File: config.mk
export PLATFORM = sky130hd
export DESIGN_NAME = hq_doorbell_engine
export DESIGN_NICKNAME = d
export VERILOG_FILES = /design/src/rtl/hq_doorbell_engine.sv
export SDC_FILE = /design/constraint.sdc
export NUM_CORES = 1
export LEC_CHECK = 0
export BUFFER_PORTS_ARGS = -buffer_cell sky130_fd_sc_hd__clkbuf_2
export CORE_AREA = 2 2 275 277
export DETAILED_ROUTE_END_ITERATION = 8
export DIE_AREA = 0 0 277 279
export HOLD_SLACK_MARGIN = 0.02
export PLACE_DENSITY_LB_ADDON = 0.05
export SETUP_SLACK_MARGIN = 0.02
export SYNTH_ARGS = -nofsm -noshare
export SYNTH_HDL_FRONTEND = slang
export SYNTH_SLANG_ARGS = --single-unit
File: constraint.sdc
create_clock -name clk -period 2.7 [get_ports clk]
set_clock_uncertainty 0.1 [all_clocks]
set_input_delay 0.135 -clock clk [delete_from_list [all_inputs] [get_ports clk]]
set_output_delay 0.135 -clock clk [all_outputs]
set_load 0.02 [all_outputs]
File: src/rtl/hq_doorbell_engine.sv
module hq_doorbell_engine #(
  parameter int DEPTH = 8,
  parameter int AW = 32,
  parameter int DBW = 16,
  parameter logic [AW-1:0] SQ_BASE = 32'h0000_1000,
  parameter logic [AW-1:0] CQ_BASE = 32'h0000_8000
) (
  input  logic           clk,
  input  logic           rst_n,
  input  logic           db_we,
  input  logic           db_sel,
  input  logic [DBW-1:0] db_val,
  output logic           mem_req,
  output logic           mem_we,
  output logic [AW-1:0]  mem_addr,
  output logic [63:0]    mem_wdata,
  input  logic           mem_ack,
  input  logic [63:0]    mem_rdata,
  output logic           cmd_valid,
  input  logic           cmd_ready,
  output logic [511:0]   cmd_data,
  input  logic           sts_valid,
  input  logic [14:0]    sts_code,
  output logic           irq,
  output logic           db_err
);
  localparam int PW = (DEPTH > 1) ? $clog2(DEPTH) : 1;
  localparam int SQ_BEATS = 8;
  localparam int CQ_BEATS = 2;

  typedef enum logic [2:0] {S_IDLE, S_FETCH, S_ISSUE, S_WAIT, S_POST} st_t;

  st_t            st;
  logic [PW-1:0]  sqh, sqt, cqh, cqt;
  logic           phase;
  logic [2:0]     beat;
  logic [14:0]    sts;
  logic [511:0]   cbuf;

  function automatic logic [PW-1:0] nxt(input logic [PW-1:0] p);
    return (p == PW'(DEPTH - 1)) ? '0 : p + 1'b1;
  endfunction

  wire db_ok   = db_val < DBW'(DEPTH);
  wire cq_full = nxt(cqt) == cqh;
  wire last_rd = beat == 3'(SQ_BEATS - 1);
  wire last_wr = beat == 3'(CQ_BEATS - 1);

  always_ff @(posedge clk) begin
    if (!rst_n) begin
      st <= S_IDLE; sqh <= '0; sqt <= '0; cqh <= '0; cqt <= '0;
      phase <= 1'b1; beat <= '0; sts <= '0; cbuf <= '0; db_err <= 1'b0;
    end else begin
      if (db_we && db_ok && !db_sel) sqt <= db_val[PW-1:0];
      if (db_we && db_ok && db_sel)  cqh <= db_val[PW-1:0];
      if (db_we && !db_ok)           db_err <= 1'b1;
      case (st)
        S_IDLE: if (sqh != sqt && !cq_full) begin
          st <= S_FETCH; beat <= '0;
        end
        S_FETCH: if (mem_ack) begin
          cbuf[{beat, 6'b0} +: 64] <= mem_rdata;
          beat <= beat + 1'b1;
          if (last_rd) begin sqh <= nxt(sqh); st <= S_ISSUE; end
        end
        S_ISSUE: if (cmd_ready) st <= S_WAIT;
        S_WAIT: if (sts_valid) begin
          sts <= sts_code; beat <= '0; st <= S_POST;
        end
        S_POST: if (mem_ack) begin
          beat <= beat + 1'b1;
          if (last_wr) begin
            cqt <= nxt(cqt);
            if (nxt(cqt) == '0) phase <= ~phase;
            st <= S_IDLE;
          end
        end
        default: st <= S_IDLE;
      endcase
    end
  end

  assign mem_req   = (st == S_FETCH) || (st == S_POST);
  assign mem_we    = st == S_POST;
  assign mem_addr  = mem_we ? CQ_BASE + (AW'(cqt) << 4) + (AW'(beat[0]) << 3)
                            : SQ_BASE + (AW'(sqh) << 6) + (AW'(beat) << 3);
  assign mem_wdata = beat[0] ? {48'b0, sts, phase} : {32'b0, 16'(sqh), cbuf[31:16]};
  assign cmd_valid = st == S_ISSUE;
  assign cmd_data  = cbuf;
  assign irq       = cqt != cqh;

  a_r2_fetch_in_ring: assert property (@(posedge clk) disable iff (!rst_n)
    (mem_req && !mem_we) |-> (mem_addr >= SQ_BASE && mem_addr < SQ_BASE + AW'(DEPTH * 64)));
  a_r3_cmd_held: assert property (@(posedge clk) disable iff (!rst_n)
    (cmd_valid && !cmd_ready) |=> (cmd_valid && $stable(cmd_data)));
  a_r6_irq_after_post: assert property (@(posedge clk) disable iff (!rst_n)
    ($rose(irq) && !$past(db_we)) |-> $past(mem_req && mem_we && mem_ack));
  a_r8_err_sticky: assert property (@(posedge clk) disable iff (!rst_n)
    db_err |=> db_err);
  a_r9_no_fetch_full: assert property (@(posedge clk) disable iff (!rst_n)
    $rose(mem_req && !mem_we) |-> !$past(cq_full));
  a_r11_exclusive: assert property (@(posedge clk) disable iff (!rst_n)
    !(cmd_valid && mem_req));
endmodule

* Yosys cells after proc, flatten, opt, wreduce, memory -nomap -nowiden
Index checks and enable logic that the tools add are counted.
Storage, ports and cells: bits in registers 547, input bits 102, output and inout port bits 613, logic and storage cells 78
Operators by class: add/sub/neg operators 8, $lt $le $gt $ge 1, equality and inequality tests 19, shifts and indexed selects 2, muxes and demuxes 17, bitwise operators 1, reductions and logical operators 20
Operators with widths (number):
- bitwise mux 512 bit | 1
- variable shift 64 x 11 -> 512 bit, first input constant | 1
- indexed part select 64 x 11 -> 512 bit | 1
- two-way mux 3 bit | 12
- two-way mux 19 bit | 1
- adder 17 x 4 -> 18 bit | 1
- two-way mux 18 bit | 1
- adder 16 x 7 -> 17 bit, first input constant | 1
- less-than comparator 16 x 4 -> 1 bit, second input constant | 1
- adder 14 x 6 -> 15 bit | 1
- one-hot mux 3 bit (5 select lines) | 1
- adder 13 x 9 -> 14 bit, first input constant | 1
- equality test 3 bit, second input constant | 4
- negator 9 -> 11 bit | 1
- adder 3 x 1 -> 3 bit, second input constant | 3
- one-hot mux 3 bit (3 select lines) | 1
- != test 2 x 1 -> 1 bit, second input constant | 4
- != test 2 bit, second input constant | 4
- AND reduction 4 bit | 2
- AND reduction 7 bit | 1
- equality test 3 x 1 -> 1 bit, second input constant | 2
- equality test 3 x 2 -> 1 bit, second input constant | 2
- logical NOT 3 bit | 2
- != test 3 bit | 2
- 9 further kinds | 17

* Depth between registers and ports, before layout
Gate-level depths: netlist of run 1.
depth in word-level cells 7, gate-level depth with buffers 14

* Worst setup path after synthesis of run 1
OpenSTA, ideal clock, no wires.
kind register -> register, start point register beat[0], end point register cbuf[428] (netlist: cmd_data[428]), setup time 0.128 ns, arrival time 2.751 ns, data required time 2.472 ns, slack -0.279 ns, cell stages (with the launch flop) 13, period minus slack after synthesis 2.979 ns, cells stage by stage dfxtp_1 clkbuf_1 clkbuf_1 buf_2 inv_1 ha_1 ha_1 clkbuf_1 clkbuf_1 clkbuf_1 nor3b_1 a21oi_1 nor2_1
On the way: cells in the longest elaborated chain, start to end 3
Ends and longest elaborated chain:
- start: declaration | RTL line 36 | logic [2:0] beat;
- start signal: assignment | RTL line 63 | beat <= beat + 1'b1;
- start signal: assignment | RTL line 71 | beat <= beat + 1'b1;
- negator 9 -> 11 bit (*) | RTL line 62 | cbuf[{beat, 6'b0} +: 64] <= mem_rdata;
- indexed part select 64 x 11 -> 512 bit or variable shift 64 x 11 -> 512 bit (tied branches) | RTL line 62
- bitwise mux 512 bit (*) | RTL line 62
- end signal: indexed assignment | RTL line 62
- end: declaration | RTL line 38 | logic [511:0] cbuf;
Mark *: on every way between the ends. The rest lies on a longest branch, timed or not. A chain may end at the register's enable or synchronous reset.

* Final worst setup path of run 1
start point register st[0], end point output port mem_addr[4]
On the way: cells in the longest elaborated chain, start to end 2
Ends and longest elaborated chain:
- start: declaration | RTL line 33 | st_t st;
- start signal: assignment | RTL line 51 | st <= S_IDLE; sqh <= '0; sqt <= '0; cqh <= '0; cqt <= '0;
- start signal: assignment | RTL line 59 | st <= S_FETCH; beat <= '0;
- start signal: assignment | RTL line 64 | if (last_rd) begin sqh <= nxt(sqh); st <= S_ISSUE; end
- equality test 3 bit | RTL line 84 | assign mem_we = st == S_POST;
- two-way mux 18 bit | RTL line 85 | assign mem_addr = mem_we ? CQ_BASE + (AW'(cqt) << 4) + (AW'(beat[0]) << 3)
- end: declaration | RTL line 15 | output logic [AW-1:0] mem_addr,
Every way passes these cells.

==> results of run 1 <==
per-stage QoR:
| step | worst slack, ns | instance area [µm²] | hold slack [ns] | power [W] |
|---|---|---|---|---|
| floorplan | 0.02100 | 20880 | 0.09694 | 0.008570 |
| global placement | 0.3416 | 24600 | 0.2584 | 0.008790 |
| detailed placement | 0.2818 | 24600 | 0.2686 | 0.008792 |
| CTS | 0.02745 | 27650 | 0.06592 | 0.01791 |
| global route | 0.03887 | 27650 | 0.1811 | 0.01826 |
| finish | 0.1216 | 27650 | 0.1091 | 0.01764 |
cell usage in the layout (no fill, tap or decap), drive strengths merged, types with 2 or more instances in the layout:
cell,netlist,routed
nor2,369,369
and3,5,5
nand2,679,679
and2,6,6
nor3,5,5
nor3b,18,18
nand2b,50,50
nor4,3,3
nor2b,8,8
o21ai,5,5
and2b,2,2
mux2,16,16
or4b,2,2
clkbuf,108,743
a21oi,533,533
ha,9,9
dlygate4sd3,0,89
bufinv,0,4
xnor2,10,10
clkinv,3,13
buf,155,50
nand4,8,8
dfxtp,547,547
mux2i,14,14
nand3,44,44
conb,1,69
inv,4,7
critical path, stage by stage (launching register included):
cell      delay [ns]
dfxtp_1         0.49
or3b_1          0.40
clkinv_4        0.16
o21ai_0         0.44
clkbuf_2        0.26
synth_stat cells (all sizes together) (2+ instances only):
master and count:
a21oi 533, and2 6, and2b 2, and3 5
buf 155, clkbuf 108, clkinv 3, dfxtp 547
ha 9, inv 4, mux2 16, mux2i 14
nand2 679, nand2b 50, nand3 44, nand4 8
nor2 369, nor2b 8, nor3 5, nor3b 18
nor4 3, o21ai 5, or4b 2, xnor2 10
repair_timing:
action,4_1_cts,5_1_grt
endpoints found under the setup margin,0,0
hold buffers,89,0
setup buffers,0,0
endpoints found under the hold margin,460,0
resized for setup,0,0
sequential cells by signal (all words and copies together) (netlist names):
name	cells
beat	3
cmd_data	512
cqh	3
cqt	3
db_err	1
phase	1
sqh	3
sqt	3
st	3
sts	15
path summary, 6_finish.rpt:
check / start / endpoint / slack (ns) / cells past startpoint
min: db_val[10] / cqh[0]$_SDFFE_PN0P_ / 0.11 / 6
max: st[0]$_SDFFE_PN0P_ / mem_addr[4] / 0.12 / 4
min reg2reg: cmd_data[38]$_SDFFE_PN0P_ / cmd_data[38]$_SDFFE_PN0P_ / 0.35 / 2
max reg2reg: beat[1]$_SDFFE_PN0P_ / cmd_data[97]$_SDFFE_PN0P_ / 0.26 / 7
kinds of logic (layout without fill, tap and decap cells):
logic type | count (synthesis) | count (layout) | synth area share
AO/OA/AOI/OAI | 547 | 547 | 0.1347
AND/OR/NAND/NOR | 1205 | 1205 | 0.2388
multiplexers | 30 | 30 | 0.01554
other | 1 | 69 | 0.0001820
XOR/XNOR | 11 | 11 | 0.004675
buffers and inverters | 270 | 906 | 0.06933
adder cells (fa/ha/maj) | 9 | 9 | 0.005464
flip-flops | 547 | 547 | 0.5314
layout make-up:
cell class	instances	area (µm²)	share of cell area
Inverter	7	38.79	0.001403
Tap cell	969	1212	0.04385
Clock inverter	17	230.2	0.008326
Clock buffer	98	1934	0.06995
Sequential cell	547	10950	0.3961
Timing Repair Buffer	784	4732	0.1711
Multi-Input combinational cell	1871	8552	0.3093
per-layer routing:
| layer | wire length [µm] | part of all wire | global-route usage | up-vias |
|---|---|---|---|---|
| li1 | - | - | - | 9663 |
| met1 | 36870 | 0.42 | 0.2661 | 9368 |
| met2 | 42400 | 0.48 | 0.3729 | 615 |
| met3 | 6227 | 0.071 | 0.06075 | 121 |
| met4 | 2787 | 0.032 | 0.08110 | 0 |
| met5 | 0 | 0 | 0 | - |
power by group through the flow:
stage	logic [W]	clock network [W]	registers (W)
2_1_floorplan	0.000315	0	0.00826
3_3_place_gp	0.000537	0	0.00825
3_5_place_dp	0.000540	0	0.00825
4_1_cts	0.000640	0.00920	0.00807
5_1_grt	0.000680	0.00951	0.00807
6_report	0.000634	0.00893	0.00808
==> impl_metrics.ini, run 1 <==
[sta]
relSlewSlack = 0.4868
fin_crit_sh = 0.9549
slew_viol_final = 0
fmax_mhz = 387.8
finalCriticalPeriod_ns = 2.578
final.setup.tns_ns = 0
finalSetupViolCount = 0
hold_viol = 0
rsz0062_at_grt = false
worstMarginPinSlew_ns = 0.7677

[floorplanning]
ios = 715
row_count = 100
die_width_um = 277
die_y_um = 279
core_area_um2 = 74070
start_util = 0.2782
die_area_um2 = 77280

[global_routing]
grt_max_degree = 81
grt_pass1_wl_um = 127400
grt_pass1_vias = 18890
antenna_found_initial = 1
gr-usage-all-layers = 0.2201
overflow = 0

[logic_synthesis]
ys_types = 51
ys_async_sr_fraction = 0
netlist_area_um2 = 20610
yosysTopAreaCell = dfxtp_1
ys_warn_count = 0
ys_seq_area_frac = 0.5314
synth_cells = 2620
ys.flop_type = dfxtp_1
synth_area_leaders = dfxtp_1 (53%), a21oi_1 (13%), nand2_1 (12%), nor2_1 (6.7%), buf_4 (2.8%)
synth_top_area_share = 0.5314
avgSynthCellArea_um2 = 7.866
ys_ff_latch = 547
synth_edf_count = 0

[final_layout]
fillers = 7788
final_util = 0.3733
drive_above_1_share = 0.2494
post_layout_nonfiller_instances = 4293
area_delta_synth_final_pct = 34.18
fin_nets = 3389
diodes = 0

[clock_tree]
htreeDepth = 3
path_clk_slew_ns = 0.06
cts_buffers = 67
cts_root_buffer = clkbuf_16
cts_tree = done
cts_num_sinks = 547
worstSkewPairLatency_ns = 0.59
clockBufferDepth = 3

[pwr]
power.net_switching_w = 0.004027
intPower_w = 0.01362
pwr-share-seq = 0.458
p_leak_nw = 11.46
p_sw_frac = 0.2282
power_frac_clock = 0.506
combPwrFrac = 0.036
p_per_area_nw_per_um2 = 638.1
vdd_drop_max_uv = 411.0

[worst_setup_path]
critical_path.max_fanout = 11
worstPathArrival_ns = 2.34
required_ns = 2.47
start_kind = register
critical_path_class = reg2out
cp-end-kind = output port

[routing]
dr.first_iter.drc_count = 1093
firstDrtPassIters = 5
post-route-drc-count = 0
num_vias = 19770
wl_per_cell_um = 20.56
totalWireLength_um = 88280
routed_via_density = 4.604
ant_nets = 0

[job]
maxCapViolations = 0

[placed_design]
io_buffers = 645
dp_hpwl_um = 61830
place_inst = 4089
gp_congestion = 0.8181

[status]
status = finished, final reports clean

[hold_path]
hp-class = in2reg
No activity file was read; power rests on OpenSTA's default activity.
==> run 2: changes to the inputs <==
--- a/config.mk
+++ b/config.mk
@@ -10,7 +10,9 @@
 export DETAILED_ROUTE_END_ITERATION = 8
 export DIE_AREA = 0 0 277 279
 export HOLD_SLACK_MARGIN = 0.02
+export MAX_ROUTING_LAYER = met4
 export PLACE_DENSITY_LB_ADDON = 0.05
+export REMOVE_ABC_BUFFERS = 1
 export SETUP_SLACK_MARGIN = 0.02
 export SYNTH_ARGS = -nofsm -noshare
 export SYNTH_HDL_FRONTEND = slang
==> run 2 against run 1 <==
  * Via count grew 0.45%
  * Clock-buffer cell count grew 5
  * Utilization is essentially flat
  * Combinational power shrank 5.0%
  * Worst setup slack lost 0.073 ns
  * Largest power group unchanged
==> impl_metrics.ini, run 2 (synthesis gave the netlist of run 1 again) <==
[final_layout]
layout_commonest_cell = nand2_1
area_delta_synth_final_pct = 34.22
diodes = 0
mostFrequentLayoutCells = nand2_1 (678), clkbuf_2 (645), dfxtp_1 (546)
final_area_um2 = 27660
largest_reg_flops = 512
drive_above_1_share = 0.2471
fin_nets = 3399

[worst_setup_path]
cp-end-kind = output port
cp_top_family = flip-flops
required_ns = 2.47
start_kind = register
reg2reg_depth = 9
critical_path.max_fanout = 11
crit_buf_inv = 2
crit_slowest_cell = dfxtp_1
cp_cell_sequence = or3b_1 > clkinv_4 > o21ai_0 > clkbuf_2
r2r_end = cmd_data[96]$_SDFFE_PN0P_
worstPathArrival_ns = 2.42
slowest_delay_ns = 0.50
critical_path_class = reg2out
reg2reg_from = beat[1]$_SDFFE_PN0P_
r2r_slack_ns = 0.26

[sta]
relSlewSlack = 0.5182
rsz0062_at_grt = false
finalCriticalPeriod_ns = 2.651
worstMarginPinSlew_ns = 0.7227
hold_viol = 0
fin_crit_sh = 0.9818
finalSetupViolCount = 0
fmax_mhz = 377.2
slew_viol_final = 0
fin_ws_ns = 0.04907

[hold_path]
hp-class = in2reg
hold_depth = 6
min-delay-start = db_val[10]
min_to = cqh[0]$_SDFFE_PN0P_

[pwr]
vdd_drop_max_uv = 313.1
p_leak_nw = 11.50
p_per_area_nw_per_um2 = 628.7

[floorplanning]
die_area_um2 = 77280
start_util = 0.2782
row_count = 100
ios = 715
core_area_um2 = 74070
die_y_um = 279
die_width_um = 277

[placed_design]
io_buffers = 645
gp_congestion = 0.8170
pre_cts_slack_ns = 0.1531
dp_hpwl_um = 58140
place_area_um2 = 24530

[clock_tree]
cts_root_buffer = clkbuf_16
clockBufferDepth = 3
worstSkewPairLatency_ns = 0.59
path_clk_slew_ns = 0.06
cts_num_sinks = 547
cts_buffers = 66
cts_setup_buffers = 0
cts_tree = done
htreeDepth = 3

[routing]
routed_via_density = 4.617
dr.first_iter.drc_count = 1203
totalWireLength_um = 87800
post-route-drc-count = 0
ant_nets = 0
num_vias = 19860
wl_per_cell_um = 20.42
firstDrtPassIters = 7

[job]
maxCapViolations = 0

[global_routing]
gr-usage-all-layers = 0.2233
overflow = 0
top_usage_layer = met2
use_met1 = 0.2563
antenna_found_initial = 1
use_met2 = 0.3722
grt_pass1_wl_um = 126600
grt_pass1_vias = 19040
grt_max_degree = 129
grtUsageMet3 = 0.06192

[status]
status = finished, final reports clean
-- run 2: cell type report --
| type | instances | area [µm²] |
|---|---|---|
| clock buffers | 103 | 2014 |
| repair buffers | 794 | 4805 |
| fillers | 7810 | 46410 |
| multi-input cells | 1872 | 8562 |
| flip-flops and latches | 547 | 10950 |
| clock inverters | 8 | 76.32 |
| well taps | 969 | 1212 |
| inverters | 7 | 38.79 |
-- run 2: where the power goes --
part	switching [W]	internal [W]
combinational	0.000418	0.000184
sequential	0.00000141	0.00807
clock	0.00351	0.00520
-- run 2: worst reg2reg max path, cell delays in order, from the launching register on --
cell,delay (ns)
dfxtp_1,0.39
inv_1,0.11
ha_1,0.22
ha_4,0.33
and2_1,0.23
buf_4,0.17
nand4_1,0.23
buf_12,0.28
a21oi_1,0.22
nor2_1,0.05
-- run 2: repair_timing --
item | 4_1_cts | 5_1_grt
endpoints found under the hold margin | 528 | 0
endpoints found under the setup margin | 0 | 57
gates resized for setup | 0 | 2
hold buffers | 103 | 0
-- run 2: metrics by stage --
step	utilization	hold WS, ns	total power [W]	TNS (ns)	std cells
detailed placement	0.3311	0.2648	0.008752	0	4085
global placement	0.3311	0.2617	0.008750	0	4085
finish	0.3734	0.1077	0.01739	0	4300
global route	0.3734	0.1321	0.01799	0	4300
CTS	0.3733	0.08473	0.01766	0	4299
floorplan	-	0.09694	0.008475	-3404.85	2425
-- run 2: how the worst max path moves through the flow --
stage | from | endpoint | slack [ns] | cells past startpoint
2_1_floorplan | rst_n | beat[0]$_SDFFE_PN0P_ | -7.10 | 2
3_3_place_gp | beat[1]$_SDFFE_PN0P_ | cmd_data[132]$_SDFFE_PN0P_ | 0.21 | 7
3_5_place_dp | beat[1]$_SDFFE_PN0P_ | cmd_data[163]$_SDFFE_PN0P_ | 0.15 | 7
4_1_cts | st[0]$_SDFFE_PN0P_ | mem_addr[4] | 0.07 | 4
5_1_grt | st[0]$_SDFFE_PN0P_ | mem_addr[4] | 0.03 | 4
6_report | st[0]$_SDFFE_PN0P_ | mem_addr[4] | 0.05 | 4
-- run 2: layer usage --
metal,vias up,part of all wire
met5,-,0
met4,0,0.033
met3,141,0.071
met2,607,0.48
met1,9406,0.41
li1,9701,-
